--- src/rtl/hiccup_pkg.sv ---
package hiccup_pkg;
  typedef enum logic [1:0] {
    SEQ_OFF  = 2'd0,
    SEQ_SOFT = 2'd1,
    SEQ_RUN  = 2'd2,
    SEQ_COOL = 2'd3
  } seq_state_t;

  typedef struct packed {
    logic oc;
    logic uv;
  } fault_cause_t;
endpackage

--- src/rtl/fault_counter.sv ---
module fault_counter #(
  parameter int CNT_W        = 3,
  parameter bit FIRE_ON_WRAP = 1'b1
) (
  input  logic             clk,
  input  logic             rst_n,
  input  logic             clr,
  input  logic             tick,
  input  logic             hit,
  output logic             fire,
  output logic [CNT_W-1:0] cnt
);
  localparam logic [CNT_W-1:0] CNT_TOP = '1;
  localparam logic [CNT_W-1:0] CNT_PRE = CNT_TOP - 1'b1;

  generate
    if (FIRE_ON_WRAP) begin : g_wrap
      // fires on the trip that would carry out of the full count
      assign fire = tick & hit & (cnt == CNT_TOP);
    end else begin : g_reach
      // fires on the trip that makes the count reach all ones
      assign fire = tick & hit & (cnt == CNT_PRE);
    end
  endgenerate

  always_ff @(posedge clk or negedge rst_n) begin
    if (!rst_n)            cnt <= '0;
    else if (clr)          cnt <= '0;
    else if (tick && hit)  cnt <= (cnt == CNT_TOP) ? CNT_TOP : cnt + 1'b1;
    else if (tick)         cnt <= '0;
  end

  AST_CNT_CLEARED: assert property (@(posedge clk) disable iff (!rst_n)
    clr |=> (cnt == '0));
  AST_FIRE_NEAR_TOP: assert property (@(posedge clk) disable iff (!rst_n)
    fire |-> (cnt >= CNT_PRE));
  AST_IDLE_HOLD: assert property (@(posedge clk) disable iff (!rst_n)
    (!tick && !clr) |=> $stable(cnt));
endmodule

--- src/rtl/oc_compare.sv ---
module oc_compare #(
  parameter int ISW     = 8,
  parameter int STW     = 3,
  parameter int OC_STEP = 16
) (
  input  logic [ISW-1:0] isense,
  input  logic [STW-1:0] stages,
  output logic           over
);
  localparam int LIM_W = ISW + STW;
  localparam logic [LIM_W-1:0] STEP_W = LIM_W'(OC_STEP);

  logic [LIM_W-1:0] limit;
  logic [LIM_W-1:0] sample;

  always_comb begin
    limit  = LIM_W'(stages) * STEP_W;
    sample = LIM_W'(isense);
    over   = (sample > limit);
  end
endmodule

--- src/rtl/seq_fsm.sv ---
module seq_fsm
  import hiccup_pkg::*;
#(
  parameter int SS_TICKS = 16
) (
  input  logic       clk,
  input  logic       rst_n,
  input  logic       enable,
  input  logic       tick,
  input  logic       ss_done,
  input  logic       uv_fire,
  input  logic       oc_fire,
  output logic       active,
  output logic       run_en,
  output logic       ss_req,
  output logic [1:0] fault_code
);
  localparam int DLY_W = $clog2(SS_TICKS + 1);
  localparam logic [DLY_W-1:0] DLY_LAST = DLY_W'(SS_TICKS - 1);

  seq_state_t       state;
  logic [DLY_W-1:0] dly;
  fault_cause_t     cause;
  logic             any_fire;

  assign any_fire   = uv_fire | oc_fire;
  assign active     = (state == SEQ_SOFT) || (state == SEQ_RUN);
  assign run_en     = active;
  assign ss_req     = (state == SEQ_SOFT);
  assign fault_code = cause;

  always_ff @(posedge clk or negedge rst_n) begin
    if (!rst_n) begin
      state <= SEQ_OFF;
      dly   <= '0;
      cause <= '0;
    end else if (!enable) begin
      state <= SEQ_OFF;
      dly   <= '0;
      cause <= '0;
    end else begin
      unique case (state)
        SEQ_OFF: state <= SEQ_SOFT;
        SEQ_SOFT, SEQ_RUN: begin
          if (any_fire) begin
            state    <= SEQ_COOL;
            dly      <= '0;
            cause.uv <= uv_fire;
            cause.oc <= oc_fire;
          end else if (state == SEQ_SOFT && ss_done) begin
            state <= SEQ_RUN;
          end
        end
        SEQ_COOL: begin
          if (tick) begin
            if (dly == DLY_LAST) begin
              dly   <= '0;
              state <= SEQ_SOFT;
            end else begin
              dly <= dly + 1'b1;
            end
          end
        end
        default: state <= SEQ_OFF;
      endcase
    end
  end

  AST_EN_LOW_OFF: assert property (@(posedge clk) disable iff (!rst_n)
    !enable |=> (!run_en && !ss_req && fault_code == 2'b00));
  AST_FAULT_STOPS: assert property (@(posedge clk) disable iff (!rst_n)
    (enable && active && any_fire) |=> (!run_en && fault_code != 2'b00));
  AST_COOL_EXIT: assert property (@(posedge clk) disable iff (!rst_n)
    (enable && state == SEQ_COOL && tick && dly == DLY_LAST) |=> ss_req);
  AST_COOL_WAIT: assert property (@(posedge clk) disable iff (!rst_n)
    (enable && state == SEQ_COOL && !tick) |=> (state == SEQ_COOL && $stable(dly)));
  AST_SOFT_DONE: assert property (@(posedge clk) disable iff (!rst_n)
    (enable && state == SEQ_SOFT && ss_done && !any_fire) |=> (run_en && !ss_req));
endmodule

--- src/rtl/hiccup_ctrl.sv ---
module hiccup_ctrl #(
  parameter int ISW      = 8,
  parameter int STW      = 3,
  parameter int OC_STEP  = 16,
  parameter int CNT_W    = 3,
  parameter int SS_TICKS = 16
) (
  input  logic           clk,
  input  logic           rst_n,
  input  logic           enable,
  input  logic           cyc_tick,
  input  logic           uv_flag,
  input  logic [ISW-1:0] isense,
  input  logic [STW-1:0] stages,
  input  logic           ss_done,
  output logic           run_en,
  output logic           ss_req,
  output logic [1:0]     fault_code
);
  logic             active;
  logic             oc_over;
  logic             uv_fire;
  logic             oc_fire;
  logic             cnt_clr;
  logic [CNT_W-1:0] uv_cnt;
  logic [CNT_W-1:0] oc_cnt;

  assign cnt_clr = !enable || !active || uv_fire || oc_fire;

  oc_compare #(.ISW(ISW), .STW(STW), .OC_STEP(OC_STEP)) u_cmp (
    .isense (isense),
    .stages (stages),
    .over   (oc_over)
  );

  fault_counter #(.CNT_W(CNT_W), .FIRE_ON_WRAP(1'b1)) u_uv_cnt (
    .clk   (clk),
    .rst_n (rst_n),
    .clr   (cnt_clr),
    .tick  (cyc_tick),
    .hit   (uv_flag),
    .fire  (uv_fire),
    .cnt   (uv_cnt)
  );

  fault_counter #(.CNT_W(CNT_W), .FIRE_ON_WRAP(1'b0)) u_oc_cnt (
    .clk   (clk),
    .rst_n (rst_n),
    .clr   (cnt_clr),
    .tick  (cyc_tick),
    .hit   (oc_over),
    .fire  (oc_fire),
    .cnt   (oc_cnt)
  );

  seq_fsm #(.SS_TICKS(SS_TICKS)) u_fsm (
    .clk        (clk),
    .rst_n      (rst_n),
    .enable     (enable),
    .tick       (cyc_tick),
    .ss_done    (ss_done),
    .uv_fire    (uv_fire),
    .oc_fire    (oc_fire),
    .active     (active),
    .run_en     (run_en),
    .ss_req     (ss_req),
    .fault_code (fault_code)
  );

  AST_RUN_NEEDS_EN: assert property (@(posedge clk) disable iff (!rst_n)
    run_en |-> $past(enable));
  AST_SS_IMPLIES_RUN: assert property (@(posedge clk) disable iff (!rst_n)
    ss_req |-> run_en);
  AST_OC_CLEAR_IN_LIMIT: assert property (@(posedge clk) disable iff (!rst_n)
    (cyc_tick && !oc_over) |=> (oc_cnt == '0));
  AST_UV_CLEAR_ON_LOW: assert property (@(posedge clk) disable iff (!rst_n)
    (cyc_tick && !uv_flag) |=> (uv_cnt == '0));
endmodule

--- config.mk ---
export PLATFORM = sky130hd
export DESIGN_NAME = hiccup_ctrl
export DESIGN_NICKNAME = d
export VERILOG_FILES = /design/src/rtl/hiccup_pkg.sv /design/src/rtl/fault_counter.sv /design/src/rtl/oc_compare.sv /design/src/rtl/seq_fsm.sv /design/src/rtl/hiccup_ctrl.sv
export SDC_FILE = /design/constraint.sdc
export NUM_CORES = 1
export LEC_CHECK = 0
export BUFFER_PORTS_ARGS = -buffer_cell sky130_fd_sc_hd__buf_2
export CORE_MARGIN = 3
export CORE_UTILIZATION = 44
export DETAILED_ROUTE_END_ITERATION = 10
export HOLD_SLACK_MARGIN = 0.03
export MAX_ROUTING_LAYER = met4
export PLACE_DENSITY = 0.66
export REMOVE_ABC_BUFFERS = 1
export SLEW_MARGIN = 10
export SYNTH_ARGS = -nofsm -noshare
export SYNTH_HDL_FRONTEND = slang
export SYNTH_HIERARCHICAL = 1
export SYNTH_SLANG_ARGS = --single-unit
--- constraint.sdc ---
create_clock -name clk -period 2.4 [get_ports clk]
set_input_delay 0.12 -clock clk [delete_from_list [all_inputs] [get_ports clk]]
set_output_delay 0.12 -clock clk [all_outputs]
set_load 0.005 [all_outputs]
; After elaboration in Yosys (flattened, before gate mapping)
; Index checks and enable logic that the tools add are counted.
[classes]
n_eq_ne = 14
n_reduce_logical = 16
n_lt_le_gt_ge = 1
mux = 21
n_shift = 0
mul = 0
n_bitwise = 5
addsub = 3
div = 0
[ops]
columns = op, n
row1 = two-way mux 3 bit, 7
row2 = two-way mux 5 bit, 4
row3 = two-way mux 2 bit, 8
row4 = case mux 5 bit (2 select lines), 1
row5 = "equality test 3 bit, second input constant", 3
row6 = > comparator 8 x 7 -> 1 bit, 1
row7 = "adder 3 x 1 -> 3 bit, second input constant", 2
row8 = "inequality test 3 x 2 -> 1 bit, second input constant", 2
row9 = case mux 2 bit (3 select lines), 1
row10 = AND reduction 3 bit, 2
row11 = nonzero test 3 bit, 2
row12 = "adder 5 x 1 -> 5 bit, second input constant", 1
row13 = "equality test 5 x 4 -> 1 bit, second input constant", 1
row14 = bitwise AND 1 bit, 4
row15 = "equality test 2 bit, second input constant", 2
row16 = logical OR 1 bit, 4
row17 = "inequality test 2 x 1 -> 1 bit, second input constant", 2
row18 = "inequality test 4 x 2 -> 1 bit, second input constant", 1
row19 = logical AND 1 bit, 3
row20 = "inequality test 3 x 1 -> 1 bit, second input constant", 1
row21 = "inequality test 3 bit, second input constant", 1
row22 = "equality test 2 x 1 -> 1 bit, second input constant", 1
row23 = zero test 1 bit, 2
row24 = zero test 2 bit, 1
row25 = other kinds (3), 3
[word_totals]
memories = 0
output_inout_bits = 4
elab_cells = 66
mem_bits_rw = 0
rom_bits = 0
ff_bits = 15
latchBits = 0

; Logic depth before layout (Yosys ltp)
[logic_depth]
word_depth = 7
ltp_mapped = 10
mapped_depth_nobuf = 10

; Hierarchy
; The synthesis kept the hierarchy.
[by_module_without_submodules]
columns = mod, n_inst, cells_per_inst, seq_area_each_um2, area_per_inst_um2
row1 = seq_fsm, 1, 58, 225.2, 576.8
row2 = fault_counter at u_oc_cnt, 1, 16, 75.1, 182.7
row3 = fault_counter at u_uv_cnt, 1, 15, 75.1, 171.4
row4 = oc_compare, 1, 12, 0.0, 87.6
row5 = hiccup_ctrl, 1, 1, 0.0, 11.3

; Least setup slack after synthesis
; OpenSTA, ideal clock, no wires.
[synth_timing]
path_kind = input-to-reg
from = in stages[1]
to = reg u_fsm.dly[3]
setup_time_ns = 0.067
t_required_ns = 2.333
t_arrival_ns = 1.846
path_stages = 10
n_path_buf = 0
slack_ns = 0.486
path_cell_list = inv_1 > ha_1 > nor2b_1 > o21ai_1 > a22oi_1 > and4_2 > nor3_1 > o21bai_4 > a2111oi_4 > a311o_1
[synth_between]
elab_chain_cells = 6
[synth_rtl]
columns = item, line
row1 = start: declaration, hiccup_ctrl.sv:14  ; input logic [STW-1:0] stages,
row2 = > comparator 8 x 7 -> 1 bit, oc_compare.sv:19  ; over = (sample > limit);
row3 = via oc_over, hiccup_ctrl.sv:21  ; logic oc_over;
row4 = bitwise AND 1 bit (2 in series), fault_counter.sv:22  ; assign fire = tick & hit & (cnt == CNT_PRE);
row5 = via oc_fire, hiccup_ctrl.sv:23  ; logic oc_fire;
row6 = bitwise OR 1 bit, seq_fsm.sv:26  ; assign any_fire = uv_fire | oc_fire;
row7 = inequality test 3 x 2 -> 1 bit (no line), -
row8 = AND reduction 3 bit (no line), -
row9 = end signal: assignment, seq_fsm.sv:60  ; dly <= dly + 1'b1;
row10 = end: declaration, seq_fsm.sv:22  ; logic [DLY_W-1:0] dly;
; The timed path passes the listed nets, and every way through them passes these cells.
; A chain may end at the register's enable or synchronous reset.

; Worst setup path after layout
[layout_timing]
from = in isense[5]
to = reg u_fsm.dly[3]
[layout_between]
elab_chain_cells = 6
[layout_rtl]
columns = item, line
row1 = start: declaration, hiccup_ctrl.sv:13  ; input logic [ISW-1:0] isense,
row2 = > comparator 8 x 7 -> 1 bit, oc_compare.sv:19
row3 = via oc_over, hiccup_ctrl.sv:21
row4 = bitwise AND 1 bit (2 in series), fault_counter.sv:22
row5 = via oc_fire, hiccup_ctrl.sv:23
row6 = bitwise OR 1 bit, seq_fsm.sv:26
row7 = inequality test 3 x 2 -> 1 bit (no line), -
row8 = AND reduction 3 bit (no line), -
; The timed path passes the listed nets, and every way through them passes these cells.

==> run metrics <==
Area growth syn-to-layout=14.3%; Worst R2R Start=u_uv_cnt/cnt[0]; CP max stage cell=a2111oi_4; CP arrival=2.12 ns; # diodes=0; ranking of synthesized cells by area=dfrtp_1 36%, ha_1 12%, a2111oi_4 5.3%; Slew @ Worst Pin=0.367 ns; Post-synth top flop=dfrtp_1; ys async rst share=1.00; via count=832; TritonCTS clock tree=yes; Die W=54.4 um; Die H=54.4 um; Mean Syn Cell Area=10.1 um2; IO Count=21; Leak=0.548 nW; setup slack, reg-to-reg=0.53 ns; DRT iter0 DRCs=11; Reg clk slew, reported paths=~0.10 ns; Clk Latency, worst-skew pair=0.28 ns; DR WL/cell=~14 um; Layout Nets=152; synthesized area=0.00103 mm2; cell taking the most area after synthesis=dfrtp_1; Final Slew Violations=0; row count=16; crit path launch=isense[5]; Hold Path Stages=3; Crit path depth=10; synth unique cells=32; Worst slew margin=0.754; Hold Vio Cnt, Final=0; vias per inst=5.51; Critical path buffers and inverters=1; max incr delay on CP=0.36 ns; CORE AREA=0.00208 mm2; largest net degree at the start of global routing=17; Final GP Congestion=0.786; Synth top area share=0.365; Pre-Repair DR Iteration Count=4; Worst Min Path Start=uv_flag; Reg2Reg Depth=7; MaxCap Viol Count=0; DP Wirelength=1.63 mm; sequential share of the synthesized area=0.365; crit path kind=in2reg; CTS Buffer Depth=2; crit-path cells=buf_2, ha_1, nor2b_1, o21ai_1, a22oi_1, and4_2, nor3_1, o21bai_4, a2111oi_4, a311o_1; Ys Warns=6; clk_skew=just under 0.007 ns; critical path required time=2.63 ns; fmax=0.529 GHz; clock sinks=15; H-Tree Depth=1; commonest non-fill, non-tap cell in the layout=buf_2; initial antenna violation count=0; Die Footprint=0.00296 mm2; number of post-CTS setup repair buffers=0; first-pass GRT wire length=3.45 mm; Routed Antenna Nets=0; PortBufs=20; number of flops mapped to enable cells by yosys=0; Initial Util=0.495; CP startpoint kind=input pin; peak fanout along the critical path=7; PostCTS Resize Cnt=0; outcome=complete, no violations; layout cell share with drive strength beyond 1=0.250; vias in the first global route=825; DRC errors left=0; Min-Delay Path Class=in2reg; setup_tns=0 ns; commonest non-fill, non-tap cells in the layout=20 x buf_2, 15 x dfrtp_1, 12 x nand2_1; total grt overflow=0; Post-Synthesis Cells=102; Seq cells post-synth=15; fin crit share=0.788; # setup viols final=0; Final Critical Period=1.89 ns; CP endpoint kind=flop; VDD IR-drop max=between 0.4 and 0.5 mV; total CTS buffers=3; gr usage total=0.168; hold slack=0.190 ns; P per Cell Area=between 600 and 700 mW/mm2; CP top delay family=compound AO/OA/AOI/OAI gates; RSZ-0062 raised after global routing=no; root buffer cell=clkbuf_4; routed wire length=roughly 2 mm
[tightest hold or removal path: stages]
cell and delay, ns:
buf_2 0.11, mux2i_1 0.14, a311oi_1 0.07
[metrics by stage]
step	power (mW)	instances	setup WS [ns]	utilization	instance area, um2
2_1_floorplan	0.551	99	0.486	-	1010
3_3_place_gp	0.639	146	0.308	0.547	1140
3_5_place_dp	0.646	146	0.217	0.547	1140
4_1_cts	0.798	151	0.527	0.566	1180
5_1_grt	0.852	151	0.367	0.566	1180
6_report	0.787	151	0.509	0.566	1180
[power breakdown]
part           total [mW]  leakage (nW)  switching [mW]  internal, mW
Clock               0.146        0.0177          0.0839        0.0618
Combinational       0.342         0.324           0.198         0.144
Sequential          0.299         0.207          0.0216         0.277
[state kept, by name (all words and copies together), names as in the netlist]
name              flops
u_fsm/dly             5
u_fsm/fault_code      2
u_fsm/state           2
u_oc_cnt/cnt          3
u_uv_cnt/cnt          3
[worst paths after layout]
kind                              endpoint
max in group asynchronous  u_oc_cnt/cnt[1]
hold reg to reg            u_uv_cnt/cnt[0]
setup reg to reg              u_fsm/dly[3]
hold / removal             u_uv_cnt/cnt[0]
setup / recovery              u_fsm/dly[3]
min in group asynchronous     u_fsm/dly[4]
[cells in the mapped netlist, types with 2 or more instances]
master     number
inv_1           9
o21bai_4        2
mux2i_1         5
o211ai_1        2
ha_1           10
nor2_1          7
nor3_1          3
dfrtp_1        15
nand2_1        12
nand3_1         3
a21oi_1         5
a22oi_1         2
a2111oi_4       2
nor2b_1         5
a311oi_1        3
[metal layers]
layer	GRT usage	wire, um
met2	0.301	1070
met4	0.0871	32
met3	0.0245	67
met5	-	0
met1	0.177	888
[area by class of cell]
type / count / area, um2
Clock buffer: 3 / 22.5
Clock inverter: 1 / 5.00
Fill cell: 195 / 905
Inverter: 9 / 33.8
Multi-Input combinational cell: 75 / 597
Sequential cell: 15 / 375
Tap cell: 27 / 33.8
Timing Repair Buffer: 21 / 110
[what timing repair did]
item | 4_1_cts | 5_1_grt
setup endpoints to repair | 0 | 0
hold endpoints to repair | 15 | 0
hold buffers | 1 | 0
[cell families (layout without fill, tap and decap cells)]
| group | Yosys count | count (layout) | share of synthesized area |
|---|---|---|---|
| AO/OA/AOI/OAI | 24 | 24 | 0.230 |
| multiplexers | 5 | 5 | 0.0486 |
| adder cells (fa/ha/maj) | 10 | 10 | 0.122 |
| buffers and inverters | 12 | 34 | 0.0559 |
| flip-flops | 15 | 15 | 0.365 |
| AND/OR/NAND/NOR | 36 | 36 | 0.180 |
Note: power is estimated with default switching activity, not from simulation.
